**src/rtl/phy_cr_pkg.sv**
```systemverilog
package phy_cr_pkg;

  localparam int REG_AW = 16;
  localparam int WIN_AW = 12;
  localparam int DEV_W  = 5;
  localparam int PAGE_W = 12;

  localparam logic [REG_AW-1:0] CR_CMD  = 16'h80A0;
  localparam logic [REG_AW-1:0] CR_ADDR = 16'h80A1;
  localparam logic [REG_AW-1:0] CR_DATA = 16'h80A2;
  localparam logic [WIN_AW-1:0] WIN_PAGE_SLOT = 12'h800;

  localparam int CMD_GO_BIT = 0;
  localparam int CMD_WR_BIT = 1;

  typedef enum logic [1:0] {RAW_IDLE, RAW_PAGE, RAW_WORD} raw_state_t;

  typedef enum logic [2:0] {
    S_IDLE, S_POLL, S_PWAIT, S_SETA, S_SETD, S_KICK, S_FETCH, S_RESP
  } seq_state_t;

  function automatic logic [PAGE_W-1:0] page_word(input logic [DEV_W-1:0] dev,
                                                  input logic [REG_AW-1:0] a);
    return {dev, a[15:9]};
  endfunction

  function automatic logic [WIN_AW-1:0] word_offset(input logic [REG_AW-1:0] a);
    return {1'b0, a[8:0], 2'b00};
  endfunction

endpackage

```
**src/rtl/phy_cr_raw_port.sv**
```systemverilog
module phy_cr_raw_port
  import phy_cr_pkg::*;
#(
  parameter int DATA_W = 16
) (
  input  logic              clk,
  input  logic              rst_n,
  input  logic              go,
  input  logic              wr,
  input  logic [DEV_W-1:0]  dev,
  input  logic [REG_AW-1:0] reg_addr,
  input  logic [DATA_W-1:0] wdata,
  output logic              done,
  output logic              page_done,
  output logic [DATA_W-1:0] rdata,
  output logic              bus_stb,
  output logic              bus_we,
  output logic [WIN_AW-1:0] bus_addr,
  output logic [DATA_W-1:0] bus_wdata,
  input  logic [DATA_W-1:0] bus_rdata,
  input  logic              bus_ack
);

  localparam int PAD_W = DATA_W - PAGE_W;

  raw_state_t st;

  always_ff @(posedge clk or negedge rst_n) begin
    if (!rst_n) begin
      st <= RAW_IDLE;
    end else begin
      case (st)
        RAW_IDLE: if (go) st <= RAW_PAGE;
        RAW_PAGE: if (bus_ack) st <= RAW_WORD;
        RAW_WORD: if (bus_ack) st <= RAW_IDLE;
        default:  st <= RAW_IDLE;
      endcase
    end
  end

  always_comb begin
    bus_stb   = (st != RAW_IDLE);
    bus_we    = (st == RAW_PAGE) ? 1'b1 : wr;
    bus_addr  = (st == RAW_PAGE) ? WIN_PAGE_SLOT : word_offset(reg_addr);
    bus_wdata = (st == RAW_PAGE) ? {{PAD_W{1'b0}}, page_word(dev, reg_addr)} : wdata;
  end

  assign page_done = (st == RAW_PAGE) && bus_ack;
  assign done      = (st == RAW_WORD) && bus_ack;
  assign rdata     = bus_rdata;

endmodule

```
**src/rtl/phy_cr_poll_timer.sv**
```systemverilog
module phy_cr_poll_timer #(
  parameter int POLL_GAP  = 625,
  parameter int MAX_POLLS = 1000
) (
  input  logic clk,
  input  logic rst_n,
  input  logic clr,
  input  logic wait_go,
  output logic gap_done,
  output logic last_try
);

  localparam int GW = $clog2(POLL_GAP + 1);
  localparam int TW = $clog2(MAX_POLLS + 1);
  localparam logic [GW-1:0] GAP_LOAD = GW'(POLL_GAP - 1);
  localparam logic [TW-1:0] TRY_LAST = TW'(MAX_POLLS - 1);

  logic [GW-1:0] gap_cnt;
  logic [TW-1:0] tries;
  logic          waiting;

  always_ff @(posedge clk or negedge rst_n) begin
    if (!rst_n) begin
      gap_cnt <= '0;
      tries   <= '0;
      waiting <= 1'b0;
    end else begin
      if (clr) begin
        tries <= '0;
      end else if (wait_go) begin
        tries <= tries + 1'b1;
      end
      if (wait_go) begin
        waiting <= 1'b1;
        gap_cnt <= GAP_LOAD;
      end else if (waiting) begin
        if (gap_cnt == '0) waiting <= 1'b0;
        else gap_cnt <= gap_cnt - 1'b1;
      end
    end
  end

  assign gap_done = waiting && (gap_cnt == '0);
  assign last_try = (tries == TRY_LAST);

endmodule

```
**src/rtl/phy_cr_engine.sv**
```systemverilog
module phy_cr_engine
  import phy_cr_pkg::*;
#(
  parameter int DATA_W    = 16,
  parameter int POLL_GAP  = 625,
  parameter int MAX_POLLS = 1000
) (
  input  logic              clk,
  input  logic              rst_n,
  input  logic              req_valid,
  output logic              req_ready,
  input  logic              req_write,
  input  logic [4:0]        req_dev,
  input  logic [15:0]       req_addr,
  input  logic [DATA_W-1:0] req_wdata,
  output logic              rsp_valid,
  output logic              rsp_err,
  output logic [DATA_W-1:0] rsp_rdata,
  output logic              bus_stb,
  output logic              bus_we,
  output logic [11:0]       bus_addr,
  output logic [DATA_W-1:0] bus_wdata,
  input  logic [DATA_W-1:0] bus_rdata,
  input  logic              bus_ack
);

  seq_state_t        state;
  logic              op_wr, post_kick, rsp_err_q;
  logic [DEV_W-1:0]  op_dev;
  logic [REG_AW-1:0] op_addr;
  logic [DATA_W-1:0] op_wdata, rsp_data_q;

  logic              raw_go, raw_wr, raw_done, page_done;
  logic [REG_AW-1:0] raw_addr;
  logic [DATA_W-1:0] raw_wdata, raw_rdata;
  logic              gap_done, last_try, timer_clr, wait_go;

  // named events used by the checker
  logic accept, busy_seen, give_up;

  assign accept    = (state == S_IDLE) && req_valid;
  assign busy_seen = (state == S_POLL) && raw_done && raw_rdata[CMD_GO_BIT];
  assign give_up   = busy_seen && last_try;
  assign wait_go   = busy_seen && !last_try;
  assign timer_clr = accept || ((state == S_KICK) && raw_done && !op_wr);

  always_comb begin
    raw_go    = 1'b1;
    raw_wr    = 1'b0;
    raw_addr  = CR_CMD;
    raw_wdata = '0;
    case (state)
      S_POLL:  raw_addr = CR_CMD;
      S_SETA:  begin raw_wr = 1'b1; raw_addr = CR_ADDR; raw_wdata = DATA_W'(op_addr); end
      S_SETD:  begin raw_wr = 1'b1; raw_addr = CR_DATA; raw_wdata = op_wdata; end
      S_KICK:  begin
        raw_wr = 1'b1;
        raw_addr = CR_CMD;
        raw_wdata[CMD_GO_BIT] = 1'b1;
        raw_wdata[CMD_WR_BIT] = op_wr;
      end
      S_FETCH: raw_addr = CR_DATA;
      default: raw_go = 1'b0;
    endcase
  end

  always_ff @(posedge clk or negedge rst_n) begin
    if (!rst_n) begin
      state      <= S_IDLE;
      op_wr      <= 1'b0;
      op_dev     <= '0;
      op_addr    <= '0;
      op_wdata   <= '0;
      post_kick  <= 1'b0;
      rsp_err_q  <= 1'b0;
      rsp_data_q <= '0;
    end else begin
      case (state)
        S_IDLE: if (req_valid) begin
          op_wr      <= req_write;
          op_dev     <= req_dev;
          op_addr    <= req_addr;
          op_wdata   <= req_wdata;
          post_kick  <= 1'b0;
          rsp_err_q  <= 1'b0;
          rsp_data_q <= '0;
          state      <= S_POLL;
        end
        S_POLL: if (raw_done) begin
          if (!raw_rdata[CMD_GO_BIT]) state <= post_kick ? S_FETCH : S_SETA;
          else if (last_try) begin
            rsp_err_q <= 1'b1;
            state     <= S_RESP;
          end else state <= S_PWAIT;
        end
        S_PWAIT: if (gap_done) state <= S_POLL;
        S_SETA:  if (raw_done) state <= op_wr ? S_SETD : S_KICK;
        S_SETD:  if (raw_done) state <= S_KICK;
        S_KICK:  if (raw_done) begin
          if (op_wr) state <= S_RESP;
          else begin
            post_kick <= 1'b1;
            state     <= S_POLL;
          end
        end
        S_FETCH: if (raw_done) begin
          rsp_data_q <= raw_rdata;
          state      <= S_RESP;
        end
        S_RESP:  state <= S_IDLE;
        default: state <= S_IDLE;
      endcase
    end
  end

  assign req_ready = (state == S_IDLE);
  assign rsp_valid = (state == S_RESP);
  assign rsp_err   = rsp_err_q;
  assign rsp_rdata = rsp_data_q;

  phy_cr_raw_port #(.DATA_W(DATA_W)) u_raw (
    .clk(clk), .rst_n(rst_n), .go(raw_go), .wr(raw_wr), .dev(op_dev),
    .reg_addr(raw_addr), .wdata(raw_wdata), .done(raw_done), .page_done(page_done),
    .rdata(raw_rdata), .bus_stb(bus_stb), .bus_we(bus_we), .bus_addr(bus_addr),
    .bus_wdata(bus_wdata), .bus_rdata(bus_rdata), .bus_ack(bus_ack)
  );

  phy_cr_poll_timer #(.POLL_GAP(POLL_GAP), .MAX_POLLS(MAX_POLLS)) u_tmr (
    .clk(clk), .rst_n(rst_n), .clr(timer_clr), .wait_go(wait_go),
    .gap_done(gap_done), .last_try(last_try)
  );

endmodule

```
**config.mk**
```make
export PLATFORM = sky130hd
export DESIGN_NAME = phy_cr_engine
export DESIGN_NICKNAME = d
export VERILOG_FILES = /design/src/rtl/phy_cr_pkg.sv /design/src/rtl/phy_cr_raw_port.sv /design/src/rtl/phy_cr_poll_timer.sv /design/src/rtl/phy_cr_engine.sv
export SDC_FILE = /design/constraint.sdc
export NUM_CORES = 1
export LEC_CHECK = 0
export BUFFER_PORTS_ARGS = -buffer_cell sky130_fd_sc_hd__buf_2
export CAP_MARGIN = 20
export CORE_ASPECT_RATIO = 0.5
export CORE_MARGIN = 2
export CORE_UTILIZATION = 50
export DETAILED_ROUTE_END_ITERATION = 8
export PLACE_DENSITY = 0.74
export REMOVE_ABC_BUFFERS = 1
export SYNTH_ARGS = -nofsm -noshare
export SYNTH_HDL_FRONTEND = slang
export SYNTH_SLANG_ARGS = --single-unit
export TNS_END_PERCENT = 1
```
**constraint.sdc**
```tcl
create_clock -name clk -period 1.9 [get_ports clk]
set_input_delay 0.38 -clock clk [delete_from_list [all_inputs] [get_ports clk]]
set_output_delay 0.38 -clock clk [all_outputs]
set_load 0.005 [all_outputs]
```
After elaboration in Yosys (flattened, before gate mapping)
Index checks and enable logic that the tools add are counted.

Input port bits: 58. Logic and storage cells: 112. Flip-flop bits (word level): 82.

Equality and inequality tests: 24. Muxes and demuxes: 44. Reduce and logical (&&, ||, !) cells: 30. Add/sub/neg operators: 2.

Operator list (number): 10-bit two-way mux (5); 16-bit two-way mux (3); 3-bit two-way mux (11); 16-bit one-hot mux with 2 select lines (1); 14-bit one-hot mux with 2 select lines (1); 2-bit inequality test, second input constant (13); 3-bit one-hot mux with 8 select lines (1); 1-bit two-way mux (13); 3-bit == test, second input constant (4); 12-bit two-way mux (1); 2-bit one-hot mux with 3 select lines (2); 2-bit nonzero test (6); 10-bit by 1-bit adder with 10-bit output, second input constant (1); 10-bit == test, second input constant (1); 10-bit zero test (1); 10-bit by 1-bit subtractor with 10-bit output, second input constant (1); 1-bit logical AND (8); 7-bit AND reduction (1); 3-bit by 2-bit == test with 1-bit output, second input constant (2); 2-bit two-way mux (3); 3-bit AND reduction (2); 5-bit AND reduction (1); 5-bit OR reduction (1); 1-bit one-hot mux with 2 select lines (2); other kinds (13) (15).

Depth between registers and ports, before layout
Gate-level depths: netlist (run 1).

Depth in word-level cells: 7. Gate-level depth with buffers: 6. Gate-level depth less buffers: 6.

Modules after synthesis
Synthesis (run 1) repeated with hierarchy kept, for this count alone.

Cell total of the unflattened synthesis: 364. Area total of the unflattened synthesis: 4237.8 sq um.

Modules (own cells, without submodules): phy_cr_engine (area each 2567.5 sq um, cells each 187, seq. area each 1476.4 sq um, times used 1); phy_cr_poll_timer (area each 1143.6 sq um, cells each 117, seq. area each 525.5 sq um, times used 1); phy_cr_raw_port (area each 526.8 sq um, cells each 60, seq. area each 50.0 sq um, times used 1).

Worst setup path after synthesis (run 1)
Ideal clock, no wire load.

Path kind: register -> output. Start: register u_raw.st[1]. End: output port bus_wdata[10]. Buffers on the path: 2. Stages on the path, launching flop included: 7. Arrival time: 1.466 ns. Data required time: 1.520 ns. Setup slack: 0.054 ns. Cell sequence: dfrtp_1 -> nand2b_1 -> clkbuf_1 -> and3_1 -> buf_2 -> and2_1 -> a221o_1.

Word-level cells in the longest chain between the ends: 2.

Ends and longest elaborated chain: start, declared (RTL line phy_cr_raw_port.sv:26) `raw_state_t st;`; start signal, assigned (RTL line phy_cr_raw_port.sv:30) `st <= RAW_IDLE;`; start signal, assigned (RTL line phy_cr_raw_port.sv:33) `RAW_IDLE: if (go) st <= RAW_PAGE;`; start signal, assigned (RTL line phy_cr_raw_port.sv:34) `RAW_PAGE: if (bus_ack) st <= RAW_WORD;`; 2-bit by 1-bit == test with 1-bit output (RTL line phy_cr_raw_port.sv:45) `bus_wdata = (st == RAW_PAGE) ? {{PAD_W{1'b0}}, page_word(dev, reg_addr)} : wdata;`; 16-bit two-way mux (RTL line phy_cr_raw_port.sv:45); end, declared (RTL line phy_cr_engine.sv:22) `output logic [DATA_W-1:0] bus_wdata,`.

No other way between the ends.

Worst setup path after layout (run 1)
Start: register state[0]. End: output port bus_wdata[10].

Word-level cells in the longest chain between the ends: 3.

Ends and longest elaborated chain: start, declared (RTL line phy_cr_engine.sv:27) `seq_state_t state;`; start signal, assigned (RTL line phy_cr_engine.sv:90) `if (!raw_rdata[CMD_GO_BIT]) state <= post_kick ? S_FETCH : S_SETA;`; start signal, assigned (RTL line phy_cr_engine.sv:97) `S_SETA: if (raw_done) state <= op_wr ? S_SETD : S_KICK;`; 3-bit == test / 3-bit by 2-bit == test with 1-bit output (equally long branches) (RTL line phy_cr_engine.sv:52) `case (state)`; 14-bit one-hot mux with 2 select lines (*) (RTL line phy_cr_engine.sv:52); 16-bit two-way mux (*) (RTL line phy_cr_raw_port.sv:45).

Every way passes the cells marked *; elsewhere a longest branch is shown, timed or not.

==> results of run 1 <==
## final cells by class
| class | count | area (sq um) |
|---|---|---|
| multi-input combinational | 273 | 2021 |
| sequential | 82 | 2054 |
| clock buffer | 12 | 256.5 |
| timing repair buffer | 124 | 725.7 |
| inverter | 13 | 48.80 |
| tap | 112 | 140.1 |
| fill | 655 | 2761 |
| clock inverter | 4 | 50.05 |
## routing by layer
| metal | up-vias | wire length [microns] | GRT usage |
|---|---|---|---|
| met2 | 79 | 4437 | 0.3376 |
| met1 | 1627 | 4530 | 0.2744 |
| li1 | 1643 | - | - |
| met4 | 0 | 55 | 0.07314 |
| met3 | 6 | 477 | 0.06579 |
| met5 | - | 0 | 0 |
## cell usage after synthesis, types with 6 or more instances
| library cell | n | area share |
|---|---|---|
| buf_4 | 9 | 0.016 |
| a21oi_1 | 16 | 0.019 |
| mux2_2 | 36 | 0.097 |
| and2_1 | 6 | 0.0090 |
| dfrtp_1 | 82 | 0.49 |
| a22o_1 | 8 | 0.017 |
| nor2_1 | 22 | 0.020 |
| clkbuf_1 | 8 | 0.0072 |
| buf_2 | 10 | 0.012 |
| o21ai_0 | 25 | 0.030 |
| o31ai_1 | 19 | 0.034 |
| nand2_1 | 30 | 0.027 |
| inv_1 | 12 | 0.011 |
| nor2b_1 | 6 | 0.0090 |
| nor3_1 | 7 | 0.0084 |
## state kept, by name, indices dropped and copies added (netlist names)
| signal | flops |
|---|---|
| op_addr | 16 |
| op_dev | 5 |
| op_wdata | 16 |
| op_wr | 1 |
| post_kick | 1 |
| rsp_err | 1 |
| rsp_rdata | 16 |
| state | 3 |
| u_raw.st | 2 |
| u_tmr.gap_cnt | 10 |
| u_tmr.tries | 10 |
| u_tmr.waiting | 1 |
## report_power, final
part           internal [mW]  switching, mW
clock                   1.09          0.669
combinational           1.49           1.43
sequential              2.35          0.459
total                   4.93           2.55
## what timing repair did
| item | 4_1_cts | 5_1_grt |
|---|---|---|
| pin swaps | 5 | 2 |
| cloned | 1 | 0 |
| setup buffers | 2 | 0 |
| resized for setup | 16 | 9 |
| setup endpoints to repair | 17 | 27 |
## final timing paths
check / from / to / slack (ns) / cells after the start
max in group asynchronous: rst_n / state[0]$_DFFE_PN0P_ / 1.33 / 2
min reg2reg: op_wdata[1]$_DFFE_PN0P_ / op_wdata[1]$_DFFE_PN0P_ / 0.49 / 1
max: state[0]$_DFFE_PN0P_ / bus_wdata[10] / -0.1 / 6
min: rst_n / op_dev[3]$_DFFE_PN0P_ / 0.008 / 1
max reg2reg: u_raw.st[0]$_DFFE_PN0P_ / u_tmr.tries[6]$_DFFE_PN0P_ / 0.03 / 4
min in group clk: req_wdata[2] / op_wdata[2]$_DFFE_PN0P_ / 0.27 / 2
## cells by family (layout without fill, tap and decap cells)
family	count (synthesis)	in the layout
compound gates	99	99
xor+xnor	2	2
fa+ha+maj	2	2
buf+inv	43	153
flops	82	82
mux	43	43
other cells	1	7
simple gates	120	120
==> flow_metrics.py, run 1 <==
metrics = {
    "route": {
        "drt_iter0_markers": 120,
        "routed_via_density": 5.411,
        "drt_wl_total_mm": 9.500,
        "drc_errors": 0,
        "wl_per_cell_microns": 15.32,
        "vias": 3355,
        "drtAntennaViolNets": 0,
        "dr.pass1.iters": 4,
    },
    "timing": {
        "whs_ns": 0.008094,
        "fin_crit_sh": 1.052,
        "report.final.setup_viol": 13,
        "finalCriticalPeriod_ns": 2.000,
        "finalHoldViolCount": 0,
        "drv_slew": 0,
        "fin_skew_ns": 0.006071,
        "fmax_mhz": 500.1,
        "rsz0062_at_grt": "yes",
        "finalSetupTns_ns": -0.9747,
        "setup_ws_ns": -0.09953,
    },
    "power_and_ir_drop": {
        "p_leak_nw": 2.416,
        "report.power.total_mw": 7.480,
        "peakVddDrop_v": 0.0008274,
        "p_per_area_mw_per_mm2": 1412,
    },
    "final_layout": {
        "final_nets": 563,
        "finalInstanceArea_sq_mm": 0.005296,
        "antenna_cells": 0,
        "final_cell_mix": "buf_2 (98), dfrtp_1 (80), mux2_2 (36)",
        "synthToLayoutAreaGrowth_pct": 26.81,
        "final_common_cell": "buf_2",
        "final_cells": 620,
        "drive_above_1_share": 0.4075,
        "final_core_util": 0.6573,
    },
    "worst_setup_path": {
        "slowest_delay_ns": 0.44,
        "crit_buf_inv": 2,
        "critPathMaxFanout": 7,
        "critical_path_class": "flop to output port",
        "cp-end-kind": "output port",
        "crit_chain": "nor2b_4 -> nand2_2 -> nor2_4 -> buf_6 -> a221o_1 -> buf_2",
        "critPathLaunchType": "flop",
        "cp.required_ns": 1.52,
        "cp.arrival_ns": 1.62,
        "slowest_stage": "dfrtp_2",
        "cp_top_family": "flip-flops",
    },
    "floorplanning": {
        "start_util": 0.5183,
        "die_h_microns": 68.63,
        "fp.dieArea_sq_mm": 0.009144,
        "num_rows": 23,
        "io_pins": 107,
        "die_w_microns": 133.3,
        "core_area_sq_mm": 0.008058,
    },
    "logic_synthesis": {
        "yosysSeqAreaShare": 0.4913,
        "synthAdderAreaFrac": 0.005992,
        "async_flop_share": 1.000,
        "synth_compound_area_frac": 0.1666,
        "synth_ff_type": "dfrtp_1",
        "synth_top_family_by_area": "compound AO/OA/AOI/OAI gates",
        "synthMuxAreaShare": 0.1144,
        "synth-xor-area-share": 0.004194,
        "ys_warn_count": 0,
        "syn_area_sq_mm": 0.004177,
        "synth-simple-area-share": 0.1633,
        "synth_cell_types": 61,
        "postSynthCellCount": 392,
        "synth_edf_count": 0,
        "ys_ff_latch": 82,
        "syn_area_per_cell_sq_um": 10.65,
    },
    "worst_hold_path": {
        "hold_class": "input port to async pin",
    },
    "place": {
        "placed_cell_area_sq_mm": 0.004860,
        "place_ws_ns": 0.09074,
        "hpwl_mm": 6.385,
        "gp_congestion": 0.8534,
        "portBuffers": 99,
        "place_inst": 601,
    },
    "clocking": {
        "cts_tree": "yes",
        "numClockSinks": 82,
        "ctsHtreeMaxLevel": 3,
        "cts_hold_buf": 0,
        "cts_buffers": 9,
        "clk_pin_slew_ns": 0.06,
        "clk_latency_ns": 0.33,
        "cts_root_buf": "clkbuf_16",
        "cts_max_path_buffers": 2,
    },
    "global_route": {
        "grt_overflow": 0,
        "antenna_found_initial": 0,
        "grt_first_pass_wirelength_mm": 15.03,
        "track_usage": 0.2100,
        "grt_max_degree": 43,
        "grt_pass1_vias": 3139,
    },
    "outcome": {
        "failed_checks": "setup timing",
        "outcome": "complete, but fails checks",
    },
    "flow_run": {
        "cap_viol_max_count": 0,
    },
}
Note: power is estimated with default switching activity, not from simulation.
==> inputs of run 2 (changes only) <==
==> constraint.sdc (replaced) <==
create_clock -name clk -period 1.9 [get_ports clk]
set_input_delay 0.38 -clock clk [delete_from_list [all_inputs] [get_ports clk]]
set_output_delay 0.38 -clock clk [all_outputs]
set_load 0.1 [all_outputs]
==> run 2 against run 1 <==
The run still ends with setup timing left. Fmax decreased by 4.7%. Sequential power grew 2%. First-iteration DRC count increased by 88%. Via count rose by 4.2%. Register-to-register slack gained 0.05 ns. Non-clock buffer count is 8 higher. Cell count rose by 0.81%. Global-route usage grew 1.3 points. Largest cell class is now multi-input gates. Clock power is 5% lower. Utilization is 5.7 points higher. Die area unchanged. Sequential share of layout area fell by 3.0 points.
==> flow_metrics.py, run 2 (synthesis results as in run 1) <==
metrics = {
    "worst_setup_path": {
        "crit_buf_inv": 1,
        "cp-end-kind": "output port",
        "reg2reg_from": "state[1]$_DFFE_PN0P_",
        "cp_top_family": "simple AND/OR/NAND/NOR gates",
        "critPathLaunchType": "flop",
        "crit_chain": "nand2b_4 -> and3_4 -> and2_4 -> a221o_1 -> buf_12",
        "slowest_stage": "dfrtp_1",
        "crit_path_start": "u_raw.st[1]$_DFFE_PN0P_",
        "cp.required_ns": 1.52,
        "slowest_delay_ns": 0.38,
        "critPathMaxFanout": 7,
        "cp.arrival_ns": 1.72,
        "critical_path_class": "flop to output port",
    },
    "global_route": {
        "track_usage": 0.2233,
        "grt_overflow": 0,
        "antenna_found_initial": 0,
        "grt_max_degree": 42,
        "grt_pass1_vias": 3274,
        "grt_first_pass_wirelength_mm": 15.97,
    },
    "final_layout": {
        "final_common_cell": "dfrtp_1",
        "final_nets": 571,
        "final_cell_mix": "dfrtp_1 (78), buf_2 (76), mux2_2 (36)",
        "synthToLayoutAreaGrowth_pct": 37.72,
        "final_cells": 625,
        "final_core_util": 0.7138,
        "antenna_cells": 0,
        "finalInstanceArea_sq_mm": 0.005752,
        "drive_above_1_share": 0.4444,
    },
    "place": {
        "hpwl_mm": 7.020,
        "portBuffers": 99,
        "placed_cell_area_sq_mm": 0.005228,
        "place_ws_ns": -0.009911,
        "place_inst": 606,
        "gp_congestion": 0.8272,
    },
    "timing": {
        "rsz0062_at_grt": "yes",
        "finalSetupTns_ns": -2.918,
        "finalCriticalPeriod_ns": 2.097,
        "whs_ns": 0.2712,
        "setup_ws_ns": -0.1973,
        "drv_slew": 0,
        "finalHoldViolCount": 0,
        "fmax_mhz": 476.8,
        "worstMarginPinSlew_ns": 0.6519,
        "report.final.setup_viol": 19,
        "slew_headroom": 0.5639,
        "fin_crit_sh": 1.104,
        "fin_skew_ns": 0.004232,
    },
    "route": {
        "drtAntennaViolNets": 0,
        "drt_iter0_markers": 225,
        "dr.pass1.iters": 5,
        "wl_per_cell_microns": 16.28,
        "drt_wl_total_mm": 10.17,
        "routed_via_density": 5.594,
        "vias": 3496,
        "drc_errors": 0,
    },
    "clocking": {
        "ctsHtreeMaxLevel": 3,
        "cts_tree": "yes",
        "clk_latency_ns": 0.33,
        "cts_max_path_buffers": 2,
        "clk_pin_slew_ns": 0.06,
        "numClockSinks": 82,
        "cts_buffers": 9,
        "cts_root_buf": "clkbuf_16",
    },
    "power_and_ir_drop": {
        "p_int_mw": 5.723,
        "p_seq_frac": 0.268,
        "p_leak_nw": 2.553,
        "p_per_area_mw_per_mm2": 1852,
        "switching_power_mw": 4.930,
        "peakVddDrop_v": 0.001722,
        "report.power.total_mw": 10.65,
        "power_frac_comb": 0.574,
        "clock_power_share": 0.157,
        "switching_share": 0.4628,
    },
    "floorplanning": {
        "io_pins": 107,
        "die_h_microns": 68.63,
        "core_area_sq_mm": 0.008058,
        "num_rows": 23,
        "fp.dieArea_sq_mm": 0.009144,
        "start_util": 0.5183,
        "die_w_microns": 133.3,
    },
    "worst_hold_path": {
        "min_from": "req_wdata[2]",
        "hold_class": "input port to flop",
    },
    "flow_run": {
        "cap_viol_max_count": 0,
    },
    "outcome": {
        "failed_checks": "setup timing",
        "outcome": "complete, but fails checks",
    },
}
run 2: changes by cell type in the layout (fill, tap and decap cells not counted), moves of 3 or more:
cell    delta
nor2_1     -4
a22o_1     -4
buf_4      +4
nor2_2     +3
buf_6      +3
a22o_4     +4
buf_12    +22
buf_2     -22
run 2: final timing paths:
| check | to | slack [ns] | cells after the start |
|---|---|---|---|
| max in group asynchronous | u_raw.st[0]$_DFFE_PN0P_ | 0.81 | 3 |
| worst min register to register | op_wdata[1]$_DFFE_PN0P_ | 0.50 | 1 |
| min in group asynchronous | op_addr[5]$_DFFE_PN0P_ | 0.48 | 2 |
| worst max-delay path | bus_wdata[10] | -0.20 | 5 |
| worst max register to register | op_wdata[14]$_DFFE_PN0P_ | 0.08 | 5 |
| worst min-delay path | op_wdata[2]$_DFFE_PN0P_ | 0.27 | 2 |
run 2: cell type report:
class | count | area [sq um]
fillers | 567 | 2306
multi-input cells | 273 | 2091
flip-flops and latches | 82 | 2057
repair buffers | 132 | 1130
clock buffers | 10 | 239.0
well taps | 112 | 140.1
inverters | 13 | 52.55
clock inverters | 3 | 42.54
run 2: what timing repair did:
item,4_1_cts,5_1_grt
hold buffers,1,0
buffers inserted,4,0
endpoints found under the hold margin,18,0
pin swaps,7,12
gates resized for setup,23,23
setup endpoints to repair,21,59
gates cloned,1,0
run 2: metal layers:
| layer | track usage | part of all wire |
|---|---|---|
| met1 | 0.2817 | 0.44 |
| met3 | 0.07675 | 0.063 |
| met5 | 0 | 0 |
| met2 | 0.3705 | 0.48 |
| met4 | 0.07181 | 0.016 |
run 2: power groups by stage:
stage                     Clock, mW  Sequential, mW  Combinational, mW
after global routing           1.80            2.94               6.44
final                          1.68            2.86               6.12
after detailed placement          0            2.80               5.74
after global placement            0            2.75               5.65
after CTS                      1.70            2.79               5.98
after floorplan                   0            2.93               3.62
